$ cat src/rtl/iwin_pkg.sv
package iwin_pkg;
   localparam int unsigned WORD_W   = 64;
   localparam int unsigned ST_RD_FLT = 0;
   localparam int unsigned ST_WR_FLT = 1;

   typedef enum logic [2:0] {
      RK_PTR  = 3'd0,
      RK_PORT = 3'd1,
      RK_FLT  = 3'd2,
      RK_SINK = 3'd3,
      RK_BAD  = 3'd4
   } reg_kind_e;
endpackage

$ cat src/rtl/iwin_decode.sv
module iwin_decode
   import iwin_pkg::*;
#(
   parameter int unsigned IDX_W      = 3,
   parameter int unsigned IDX_PTR    = 0,
   parameter int unsigned IDX_PORT   = 1,
   parameter int unsigned IDX_FLT    = 2,
   parameter int unsigned NSINK      = 2,
   parameter logic [NSINK*IDX_W-1:0] SINK_LIST = {IDX_W'(5), IDX_W'(4)}
) (
   input  logic [IDX_W-1:0] idx,
   output reg_kind_e        kind
);
   if (IDX_PTR == IDX_PORT || IDX_PTR == IDX_FLT || IDX_PORT == IDX_FLT) begin : g_dup
      $error("iwin_decode: register indices must differ");
   end
   if (NSINK < 1) begin : g_nosink
      $error("iwin_decode: at least one sink index required");
   end

   logic [NSINK-1:0] sink_hit;

   for (genvar g = 0; g < NSINK; g++) begin : g_sink
      assign sink_hit[g] = (idx == SINK_LIST[g*IDX_W +: IDX_W]);
   end

   always_comb begin
      if (idx == IDX_W'(IDX_PTR))       kind = RK_PTR;
      else if (idx == IDX_W'(IDX_PORT)) kind = RK_PORT;
      else if (idx == IDX_W'(IDX_FLT))  kind = RK_FLT;
      else if (|sink_hit)               kind = RK_SINK;
      else                              kind = RK_BAD;
   end
endmodule

$ cat src/rtl/iwin_seq.sv
module iwin_seq
   import iwin_pkg::*;
(
   input  logic              clk,
   input  logic              rst_n,
   input  logic              start,
   input  logic              start_we,
   input  logic [WORD_W-1:0] start_wdata,
   output logic              busy,
   output logic              tgt_req,
   output logic              tgt_we,
   output logic [WORD_W-1:0] tgt_wdata,
   input  logic              tgt_ack,
   output logic              done,
   output logic              done_we
);
   always_ff @(posedge clk) begin
      if (!rst_n) begin
         busy      <= 1'b0;
         tgt_req   <= 1'b0;
         tgt_we    <= 1'b0;
         tgt_wdata <= '0;
      end else begin
         tgt_req <= 1'b0;
         if (start) begin
            busy      <= 1'b1;
            tgt_req   <= 1'b1;
            tgt_we    <= start_we;
            tgt_wdata <= start_wdata;
         end else if (busy && tgt_ack) begin
            busy <= 1'b0;
         end
      end
   end

   assign done    = busy & tgt_ack;
   assign done_we = tgt_we;
endmodule

$ cat src/rtl/iwin_bridge.sv
module iwin_bridge
   import iwin_pkg::*;
#(
   parameter int unsigned HOST_AW  = 6,
   parameter int unsigned TGT_AW   = 12,
   parameter int unsigned IDX_PTR  = 0,
   parameter int unsigned IDX_PORT = 1,
   parameter int unsigned IDX_FLT  = 2,
   parameter int unsigned NSINK    = 2,
   parameter logic [NSINK*(HOST_AW-3)-1:0] SINK_LIST = {(HOST_AW-3)'(5), (HOST_AW-3)'(4)}
) (
   input  logic                    clk,
   input  logic                    rst_n,
   input  logic                    host_valid,
   input  logic                    host_write,
   input  logic [HOST_AW-1:0]      host_addr,
   input  logic [WORD_W-1:0]       host_wdata,
   output logic                    host_ready,
   output logic                    host_rvalid,
   output logic [WORD_W-1:0]       host_rdata,
   output logic                    err_pulse,
   output logic [HOST_AW-4:0]      err_index,
   output logic                    tgt_req,
   output logic                    tgt_we,
   output logic [TGT_AW-1:0]       tgt_addr,
   output logic [WORD_W-1:0]       tgt_wdata,
   input  logic                    tgt_ack,
   input  logic                    tgt_fault,
   input  logic [WORD_W-1:0]       tgt_rdata
);
   localparam int unsigned IDX_W = HOST_AW - 3;

   if (HOST_AW < 4 || HOST_AW > 16) begin : g_bad_haw
      $error("iwin_bridge: HOST_AW out of range");
   end
   if (TGT_AW < 1 || TGT_AW > WORD_W) begin : g_bad_taw
      $error("iwin_bridge: TGT_AW out of range");
   end

   logic [IDX_W-1:0]  host_idx;
   logic              unused_lo;
   reg_kind_e         kind;
   logic              acc;
   logic              busy;
   logic              seq_done;
   logic              seq_done_we;
   logic [TGT_AW-1:0] addr_q;
   logic [WORD_W-1:0] status_q;

   assign host_idx  = host_addr[HOST_AW-1:3];
   assign unused_lo = ^host_addr[2:0];
   assign host_ready = ~busy;
   assign acc        = host_valid & ~busy;
   assign tgt_addr   = addr_q;

   iwin_decode #(
      .IDX_W(IDX_W), .IDX_PTR(IDX_PTR), .IDX_PORT(IDX_PORT),
      .IDX_FLT(IDX_FLT), .NSINK(NSINK), .SINK_LIST(SINK_LIST)
   ) u_dec (
      .idx  (host_idx),
      .kind (kind)
   );

   iwin_seq u_seq (
      .clk         (clk),
      .rst_n       (rst_n),
      .start       (acc && kind == RK_PORT),
      .start_we    (host_write),
      .start_wdata (host_wdata),
      .busy        (busy),
      .tgt_req     (tgt_req),
      .tgt_we      (tgt_we),
      .tgt_wdata   (tgt_wdata),
      .tgt_ack     (tgt_ack),
      .done        (seq_done),
      .done_we     (seq_done_we)
   );

   always_ff @(posedge clk) begin
      if (!rst_n) begin
         addr_q      <= '0;
         status_q    <= '0;
         host_rvalid <= 1'b0;
         host_rdata  <= '0;
         err_pulse   <= 1'b0;
         err_index   <= '0;
      end else begin
         host_rvalid <= 1'b0;
         err_pulse   <= 1'b0;
         if (acc) begin
            unique case (kind)
               RK_PTR: begin
                  if (host_write) addr_q <= host_wdata[TGT_AW-1:0];
                  else begin
                     host_rvalid <= 1'b1;
                     host_rdata  <= WORD_W'(addr_q);
                  end
               end
               RK_FLT: begin
                  if (host_write) status_q <= status_q & ~host_wdata;
                  else begin
                     host_rvalid <= 1'b1;
                     host_rdata  <= status_q;
                  end
               end
               RK_SINK: begin
                  if (!host_write) begin
                     host_rvalid <= 1'b1;
                     host_rdata  <= '0;
                  end
               end
               RK_BAD: begin
                  if (host_write) begin
                     err_pulse <= 1'b1;
                     err_index <= host_idx;
                  end else begin
                     host_rvalid <= 1'b1;
                     host_rdata  <= '0;
                  end
               end
               default: ;
            endcase
         end
         if (seq_done) begin
            if (!seq_done_we) begin
               host_rvalid <= 1'b1;
               host_rdata  <= tgt_rdata;
            end
            if (tgt_fault) begin
               if (seq_done_we) status_q[ST_WR_FLT] <= 1'b1;
               else             status_q[ST_RD_FLT] <= 1'b1;
            end
         end
      end
   end
endmodule

$ cat config.mk
export PLATFORM = sky130hd
export DESIGN_NAME = iwin_bridge
export DESIGN_NICKNAME = d
export VERILOG_FILES = /design/src/rtl/iwin_pkg.sv /design/src/rtl/iwin_decode.sv /design/src/rtl/iwin_seq.sv /design/src/rtl/iwin_bridge.sv
export SDC_FILE = /design/constraint.sdc
export NUM_CORES = 1
export LEC_CHECK = 0
export ABC_AREA = 1
export ABC_CLOCK_PERIOD_IN_PS = 1600
export CORE_ASPECT_RATIO = 0.75
export CORE_MARGIN = 1.5
export CORE_UTILIZATION = 45
export DETAILED_ROUTE_END_ITERATION = 10
export PLACE_DENSITY = 0.8
export RECOVER_POWER = 50
export SYNTH_ARGS = -nofsm -noshare
export SYNTH_HDL_FRONTEND = slang
export SYNTH_SLANG_ARGS = --single-unit
$ cat constraint.sdc
create_clock -name clk -period 1.6 [get_ports clk]
set_clock_uncertainty 0.05 [all_clocks]
set_input_delay 0.32 -clock clk [delete_from_list [all_inputs] [get_ports clk]]
set_output_delay 0.32 -clock clk [all_outputs]
set_load 0.03 [all_outputs]
# Word level (Yosys, flattened, before mapping)
# Cells that the tools add are included.
[classes]
addsub = 0
mul = 0
div_mod_pow = 0
magnitude_cmp = 0
n_eq_ne = 8
shifts = 0
n_mux = 27
n_bitwise = 5
reduce_logical = 12
[ops]
columns = ["cell", "count"]
rows = [
  ["64-bit two-way mux", 6],
  ["64-bit one-hot mux with 3 select lines", 1],
  ["64-bit bitwise AND", 1],
  ["64-bit inverter", 1],
  ["3-bit two-way mux", 4],
  ["3-bit AND reduction", 4],
  ["1-bit two-way mux", 11],
  ["2-bit two-way mux", 5],
  ["3-bit by 2-bit == test with 1-bit output, second input constant", 3],
  ["3-bit == test, second input constant", 3],
  ["3-bit by 1-bit == test with 1-bit output, second input constant", 2],
  ["3-bit logical NOT", 2],
  ["2-bit OR reduction", 2],
  ["4-bit OR reduction", 1],
  ["1-bit bitwise AND", 2],
  ["1-bit logical AND", 2],
  ["2-bit nonzero test", 1],
  ["1-bit inverter", 1],
]
[word_totals]
regBits = 212
latchBits = 0
mem_bits_rw = 0
romBits = 0
in_bits = 140
output_inout_bits = 148
mem_count = 0

# Depth between registers and ports, before layout
# Gate-level depths: netlist of the first run.
[depth]
ltp_word = 12
ltp_mapped = 9
ltp_nobuf = 8

# Modules after synthesis
# From an unflattened synthesis of the first run, not the netlist that was laid out.
[unflattened]
cells_unflattened = 1259
area_unflattened_um2 = 8947.3
[modules_own_cells]
columns = ["mod", "n_inst", "cells_each", "area_per_inst_um2", "seq_area_each_um2"]
rows = [
  ["iwin_bridge", 1, 831, 6174.7, 2902.8],
  ["iwin_seq", 1, 421, 2743.9, 1341.3],
  ["iwin_decode", 1, 7, 28.8, 0.0],
]

# Worst setup path before layout of the first run
# No wires, ideal clock.
[synth_path]
kind = "register to register"
from = "register u_seq.tgt_we, in the netlist u_seq.done_we"
to = "register host_rdata[31]"
arrival_ns = 1.259
required_time_ns = 1.441
path_slack_ns = 0.182
path_stages_with_launch = 8
path_buffers = 2
period_less_slack_ns = 1.418
cell_sequence = "dfxtp_1 nor2_2 inv_2 buf_2 buf_2 nand3_1 nand2_1 inv_1"
[synth_between]
elab_chain_cells = 2
[synth_rtl]
columns = ["element", "line", "text"]
rows = [
  ["start, declared", "iwin_seq.sv:11", "output logic tgt_we,"],
  ["start signal, assigned", "iwin_seq.sv:28", "tgt_we <= start_we;"],
  ["64-bit two-way mux", "iwin_bridge.sv:125", "if (!seq_done_we) begin"],
  ["64-bit two-way mux", "iwin_bridge.sv:124", "if (seq_done) begin"],
  ["end signal, assigned", "iwin_bridge.sv:96", "host_rdata <= WORD_W'(addr_q);"],
  ["end signal, assigned", "iwin_bridge.sv:103", "host_rdata <= status_q;"],
  ["end signal, assigned", "iwin_bridge.sv:127", "host_rdata <= tgt_rdata;"],
  ["end, declared", "iwin_bridge.sv:20", "output logic [WORD_W-1:0] host_rdata,"],
]
# No other way between the ends.
# A chain may end at the register's enable or synchronous reset.

# Worst setup path after layout of the first run
[layout_path]
from = "register u_seq.tgt_req"
to = "output tgt_req"
[layout_lines]
columns = ["element", "line", "text"]
rows = [
  ["start, declared", "iwin_seq.sv:10", "output logic tgt_req,"],
  ["start signal, assigned", "iwin_seq.sv:20", "tgt_req <= 1'b0;"],
  ["start signal, assigned", "iwin_seq.sv:24", "tgt_req <= 1'b0;"],
  ["start signal, assigned", "iwin_seq.sv:27", "tgt_req <= 1'b1;"],
  ["end, declared", "iwin_bridge.sv:23", "output logic tgt_req,"],
]
# No word-level cell between the ends.

==> impl_metrics.env, run 1 <==
export IMPL_dr_pass1_iters=5
export IMPL_syn_area_mm2=0.008283
export IMPL_synth_area_leaders="dfxtp_1 51%, nor2_1 11%, nand2_1 8.8%, nand3_1 7.3%, a21oi_1 6.0%"
export IMPL_area_growth_synth_to_final_pct=43.10
export IMPL_cp_arrival_ns=1.20
export IMPL_ys_ff_latch=212
export IMPL_yosys_warnings=0
export IMPL_reg2reg_depth=6
export IMPL_max_slew_worst_pin_slew_ns=0.4045
export IMPL_cts_sinks=212
export IMPL_crit_family="buffers and inverters"
export IMPL_status="completed"
export IMPL_post_route_min_period_ns=1.566
export IMPL_die_w_um=159.7
export IMPL_drc=0
export IMPL_drv_slew=0
export IMPL_io_pins=288
export IMPL_grt_pass1_wl_um=42250
export IMPL_initial_utilization=0.4650
export IMPL_routed_wl_um=26460
export IMPL_antenna_cells=0
export IMPL_die_area_mm2=0.01924
export IMPL_clock_latency_ns=0.50
export IMPL_cp_end_kind="primary output"
export IMPL_hold_violations=0
export IMPL_critPathSlowestCell="clkdlybuf4s15_1"
export IMPL_post_place_ws_ns=-0.3184
export IMPL_timing_final_crit_share=0.9786
export IMPL_wl_per_cell_um=15.78
export IMPL_synth_largest_area_cell="dfxtp_1"
export IMPL_placementRows=42
export IMPL_vias=8480
export IMPL_crit_type="reg -> out"
export IMPL_r2r_end="status_q[8]"
export IMPL_grtUsageTotal=0.2722
export IMPL_async_flop_share=0
export IMPL_path_depth=1
export IMPL_clkTransAtPathRegs_ns=0.07
export IMPL_fmax_ghz=0.6387
export IMPL_cp_required_ns=1.23
export IMPL_port_buffers=284
export IMPL_setup_viol=0
export IMPL_cp_buffers_inverters=1
export IMPL_crit_end="tgt_req"
export IMPL_critPathLaunchType="register"
export IMPL_p_per_area_mw_per_mm2=988.0
export IMPL_synth_cell_types=20
export IMPL_drt_vias_per_instance=5.057
export IMPL_maxCapViolCount=0
export IMPL_core_area_mm2=0.01781
export IMPL_synthDominantCellAreaShare=0.5124
export IMPL_final_core_util=0.6653
export IMPL_synth_edf_count=0
export IMPL_cpPeakStageDelay_ns=0.39
export IMPL_cts_buffers=21
export IMPL_overflow=0
export IMPL_peakVddDrop_mv=0.8581
export IMPL_r2r_slack_ns=0.12
export IMPL_worst_slack_ns=0.03425
export IMPL_ys_seq_area_frac=0.5124
export IMPL_clock_tree_root_cell="clkbuf_16"
export IMPL_hp_class="in -> reg"
export IMPL_grt_pass1_vias=8036
export IMPL_syn_num_nets=1281
export IMPL_rsz0062_at_grt="no"
export IMPL_synth_cells=1141
export IMPL_place_detailed_hpwl_um=18020
export IMPL_grt_max_degree=56
export IMPL_fp_dieH_um=120.5
export IMPL_slew_limit_headroom=0.7314
export IMPL_crit_path_start="u_seq.tgt_req"
export IMPL_routabilityCongestion=0.8769
export IMPL_cts_tree="done"
export IMPL_cp_cell_sequence="clkdlybuf4s15_1"
export IMPL_synthFlopType="dfxtp_1"
export IMPL_layout_nets=1563
export IMPL_layout_drive_gt1_share=0.1359
export IMPL_r2r_start="u_seq.busy"
export IMPL_antenna_left=0
export IMPL_syn_area_per_cell_um2=7.259
export IMPL_clk_path_buf_depth=3
export IMPL_cp_max_fo=1
export IMPL_leakagePower_nw=5.619
export IMPL_htree_levels=1
export IMPL_antenna_found_initial=0
export IMPL_drt_iter0_drc=696
## worst min-delay path by stage
stage	slack (ns)	cells past startpoint	from	endpoint
floorplan	0.36	1	host_wdata[3]	status_q[3]
finish	0.12	3	rst_n	status_q[5]
CTS	0.10	3	rst_n	status_q[10]
detailed placement	0.37	2	status_q[6]	status_q[6]
global route	0.13	3	rst_n	status_q[5]
global placement	0.37	2	status_q[50]	status_q[50]
## flip-flops by register name (all words and copies together) (netlist names)
name	count
host_rdata	64
status_q	64
u_seq.tgt_wdata	64
tgt_addr	12
err_index	3
err_pulse	1
host_rvalid	1
u_seq.busy	1
u_seq.done_we	1
u_seq.tgt_req	1
## logic make-up after synthesis
logic type,after synthesis,share of synthesized area
compound gates,190,0.1151
simple gates,582,0.2890
buf+inv,157,0.08353
flops,212,0.5124
## report_power, final
| group | switching (mW) | internal, mW | leakage (nW) |
|---|---|---|---|
| registers | 0.0613 | 5.39 | 1.72 |
| logic | 0.776 | 0.610 | 3.57 |
| clock network | 2.00 | 2.87 | 0.330 |
| total | 2.84 | 8.87 | 5.62 |
## final cells by class
| cell class | instances | area (µm²) |
|---|---|---|
| clock buffer | 29 | 585.6 |
| clock inverter | 6 | 80.08 |
| fill | 1524 | 5962 |
| inverter | 79 | 296.5 |
| multi-input combinational | 772 | 3344 |
| sequential | 212 | 4244 |
| tap | 242 | 302.8 |
| timing repair buffer | 337 | 2999 |
## timing repair
action                                  4_1_cts  5_1_grt
buffers inserted                              0        0
gates resized for setup                     306      110
endpoints found under the setup margin      148       99
hold buffers                                  0        0
## cell usage after synthesis, types with 5 or more instances
cell type	number
inv_1	73
o21ai_0	60
nor2_1	253
buf_1	5
a21oi_1	99
nand3b_1	5
nand2_1	195
o21ai_1	30
dfxtp_1	212
inv_2	6
clkbuf_1	22
buf_2	43
buf_6	5
nand3_1	121
## layer usage
metal / part of all wire / GRT usage / vias to the layer above
met5: 0 / 0 / -
met1: 0.45 / 0.3719 / 3901
li1: - / - / 4195
met3: 0.076 / 0.05420 / 51
met2: 0.44 / 0.4378 / 333
met4: 0.030 / 0.07724 / 0
## placed cells by master (no fill, tap or decap), types with 3 or more instances in the layout
master,synthesis,final
inv_1,73,76
nor2_1,253,254
buf_4,3,38
inv_2,6,3
buf_6,5,3
nand3_1,121,121
clkbuf_16,0,21
clkbuf_1,22,18
dfxtp_1,212,212
a21oi_1,99,99
o21ai_1,30,30
o21ai_0,60,60
clkdlybuf4s15_2,0,34
clkbuf_8,0,3
nor2_4,3,3
buf_12,0,11
nand2_1,195,195
clkinv_2,0,4
nand3b_1,5,5
clkbuf_2,0,66
clkdlybuf4s50_1,0,135
clkdlybuf4s15_1,0,31
## per-stage QoR
stage	setup TNS, ns	hold WS (ns)	total power, mW	cell area [µm²]	std cells
5_1_grt	0	0.1300	12.17	11850	1677
2_1_floorplan	0	0.3611	6.212	8283	1141
3_5_place_dp	-52.25	0.3722	7.046	11650	1642
6_report	0	0.1239	11.71	11850	1677
4_1_cts	0	0.1026	11.84	12310	1677
3_3_place_gp	-45.40	0.3681	7.032	11650	1642
No activity file was read; power rests on OpenSTA's default activity.
==> inputs of run 2 (changes only) <==
Settings changed: CORE_MARGIN 1.5 to default, CTS_BUF_LIST from default to sky130_fd_sc_hd__clkbuf_4 sky130_fd_sc_hd__clkbuf_8 sky130_fd_sc_hd__clkbuf_16.
==> impl_metrics.env, run 2 (synthesis results as in run 1) <==
export IMPL_grt_busiest_layer="met2"
export IMPL_cts_sinks=212
export IMPL_slew_limit_headroom=0.6792
export IMPL_fp_dieH_um=119.5
export IMPL_antenna_found_initial=1
export IMPL_initial_utilization=0.4650
export IMPL_max_slew_worst_pin_slew_ns=0.4812
export IMPL_p_per_area_mw_per_mm2=975.4
export IMPL_mostFrequentLayoutCells="253 x nor2_1, 212 x dfxtp_1, 196 x nand2_1"
export IMPL_routabilityCongestion=0.8665
export IMPL_routed_wl_um=26090
export IMPL_grt_pass1_wl_um=40700
export IMPL_port_buffers=284
export IMPL_core_area_mm2=0.01781
export IMPL_setup_viol=0
export IMPL_final_area_mm2=0.01173
export IMPL_top_regs="host_rdata: 64 flops, status_q: 64 flops, u_seq.tgt_wdata: 64 flops"
export IMPL_mostFrequentLayoutCell="nor2_1"
export IMPL_rsz0062_at_grt="no"
export IMPL_leakagePower_nw=5.536
export IMPL_timing_final_crit_share=0.9852
export IMPL_wl_per_cell_um=15.70
export IMPL_worst_hold_slack_ns=0.3311
export IMPL_grt_pass1_vias=7931
export IMPL_critPathSlowestCell="clkdlybuf4s15_1"
export IMPL_grt_use_met1=0.3700
export IMPL_htree_levels=1
export IMPL_dp_cells=1627
export IMPL_hold_violations=0
export IMPL_cpPeakStageDelay_ns=0.38
export IMPL_critPathLaunchType="register"
export IMPL_grtUsageTotal=0.2698
export IMPL_crit_family="buffers and inverters"
export IMPL_cp_arrival_ns=1.21
export IMPL_clk_path_buf_depth=3
export IMPL_hp_class="in -> reg"
export IMPL_overflow=0
export IMPL_maxCapViolCount=0
export IMPL_cp_cell_sequence="clkdlybuf4s15_1"
export IMPL_nFillCells=1559
export IMPL_area_growth_synth_to_final_pct=41.63
export IMPL_grt_max_degree=95
export IMPL_layout_nets=1548
export IMPL_die_area_mm2=0.01896
export IMPL_crit_type="reg -> out"
export IMPL_layout_drive_gt1_share=0.1177
export IMPL_cts_buffers=21
export IMPL_globalRouteMet3Util=0.04803
export IMPL_fmax_ghz=0.6344
export IMPL_drv_slew=0
export IMPL_io_pins=288
export IMPL_die_w_um=158.7
export IMPL_cts_hold_buf=0
export IMPL_place_detailed_hpwl_um=17630
export IMPL_dr_pass1_iters=5
export IMPL_post_dp_cell_area_mm2=0.01151
export IMPL_antenna_left=0
export IMPL_cp_end_kind="primary output"
export IMPL_peakVddDrop_mv=0.6513
export IMPL_post_cts_setup_buffers=0
export IMPL_status="completed"
export IMPL_drt_iter0_drc=557
export IMPL_drt_vias_per_instance=5.067
export IMPL_stdcell_count=1662
export IMPL_cp_buffers_inverters=1
export IMPL_use_met2=0.4274
export IMPL_clock_latency_ns=0.48
export IMPL_vias=8421
export IMPL_cp_required_ns=1.23
export IMPL_drc=0
export IMPL_clock_tree_root_cell="clkbuf_16"
export IMPL_post_route_min_period_ns=1.576
export IMPL_cp_max_fo=2
export IMPL_cts_tree="done"
export IMPL_clkTransAtPathRegs_ns=0.06
export IMPL_placementRows=42
run 2: final cells by class:
| cell class | instances | area [µm²] | share of cell area |
|---|---|---|---|
| clock buffer | 31 | 619.3 | 0.05279 |
| antenna | 1 | 2.502 | 0.0002133 |
| timing repair buffer | 322 | 2900 | 0.2472 |
| multi-input combinational | 772 | 3349 | 0.2855 |
| tap | 242 | 302.8 | 0.02581 |
| clock inverter | 3 | 15.01 | 0.001280 |
| inverter | 79 | 297.8 | 0.02538 |
| sequential | 212 | 4244 | 0.3618 |
run 2: per-layer routing:
metal	share of wire	wire length, µm	vias to the layer above
met5	0	0	-
met1	0.45	11870	3897
met2	0.45	11690	310
li1	-	-	4169
met3	0.068	1783	45
met4	0.029	751	0
run 2: per-stage QoR:
| stage | power [mW] | worst slack [ns] | util | setup TNS [ns] |
|---|---|---|---|---|
| 6_report | 11.44 | 0.02361 | 0.6585 | 0 |
| 5_1_grt | 11.83 | 0.0001112 | 0.6585 | 0 |
| 4_1_cts | 11.53 | 0.0007310 | 0.6800 | 0 |
| 3_5_place_dp | 7.001 | -0.2970 | 0.6461 | -52.14 |
| 3_3_place_gp | 6.987 | -0.2770 | 0.6461 | -47.44 |
| 2_1_floorplan | 6.212 | 0.1817 | - | 0 |
run 2: what timing repair did:
item                       in CTS  in global routing
gates resized for setup       272                124
setup endpoints to repair     148                107
pin swaps                       0                  0
run 2: final timing paths:
kind	startpoint	end	slack, ns	depth (start not counted)
worst min register to register	status_q[52]	status_q[52]	0.38	2
worst min-delay path	rst_n	err_pulse	0.33	4
worst max-delay path	host_rdata[33]	host_rdata[33]	0.02	1
worst max register to register	u_seq.busy	host_rdata[5]	0.08	7
run 2: worst min-delay path: stages:
cell and delay (ns):
buf_4 0.13, inv_2 0.06, buf_12 0.19, nor2_1 0.12
run 2: power breakdown:
| part | leakage, nW | switching (mW) | internal, mW |
|---|---|---|---|
| clock | 0.324 | 1.98 | 2.67 |
| sequential | 1.72 | 0.0630 | 5.39 |
| combinational | 3.50 | 0.763 | 0.575 |
| total | 5.54 | 2.81 | 8.64 |
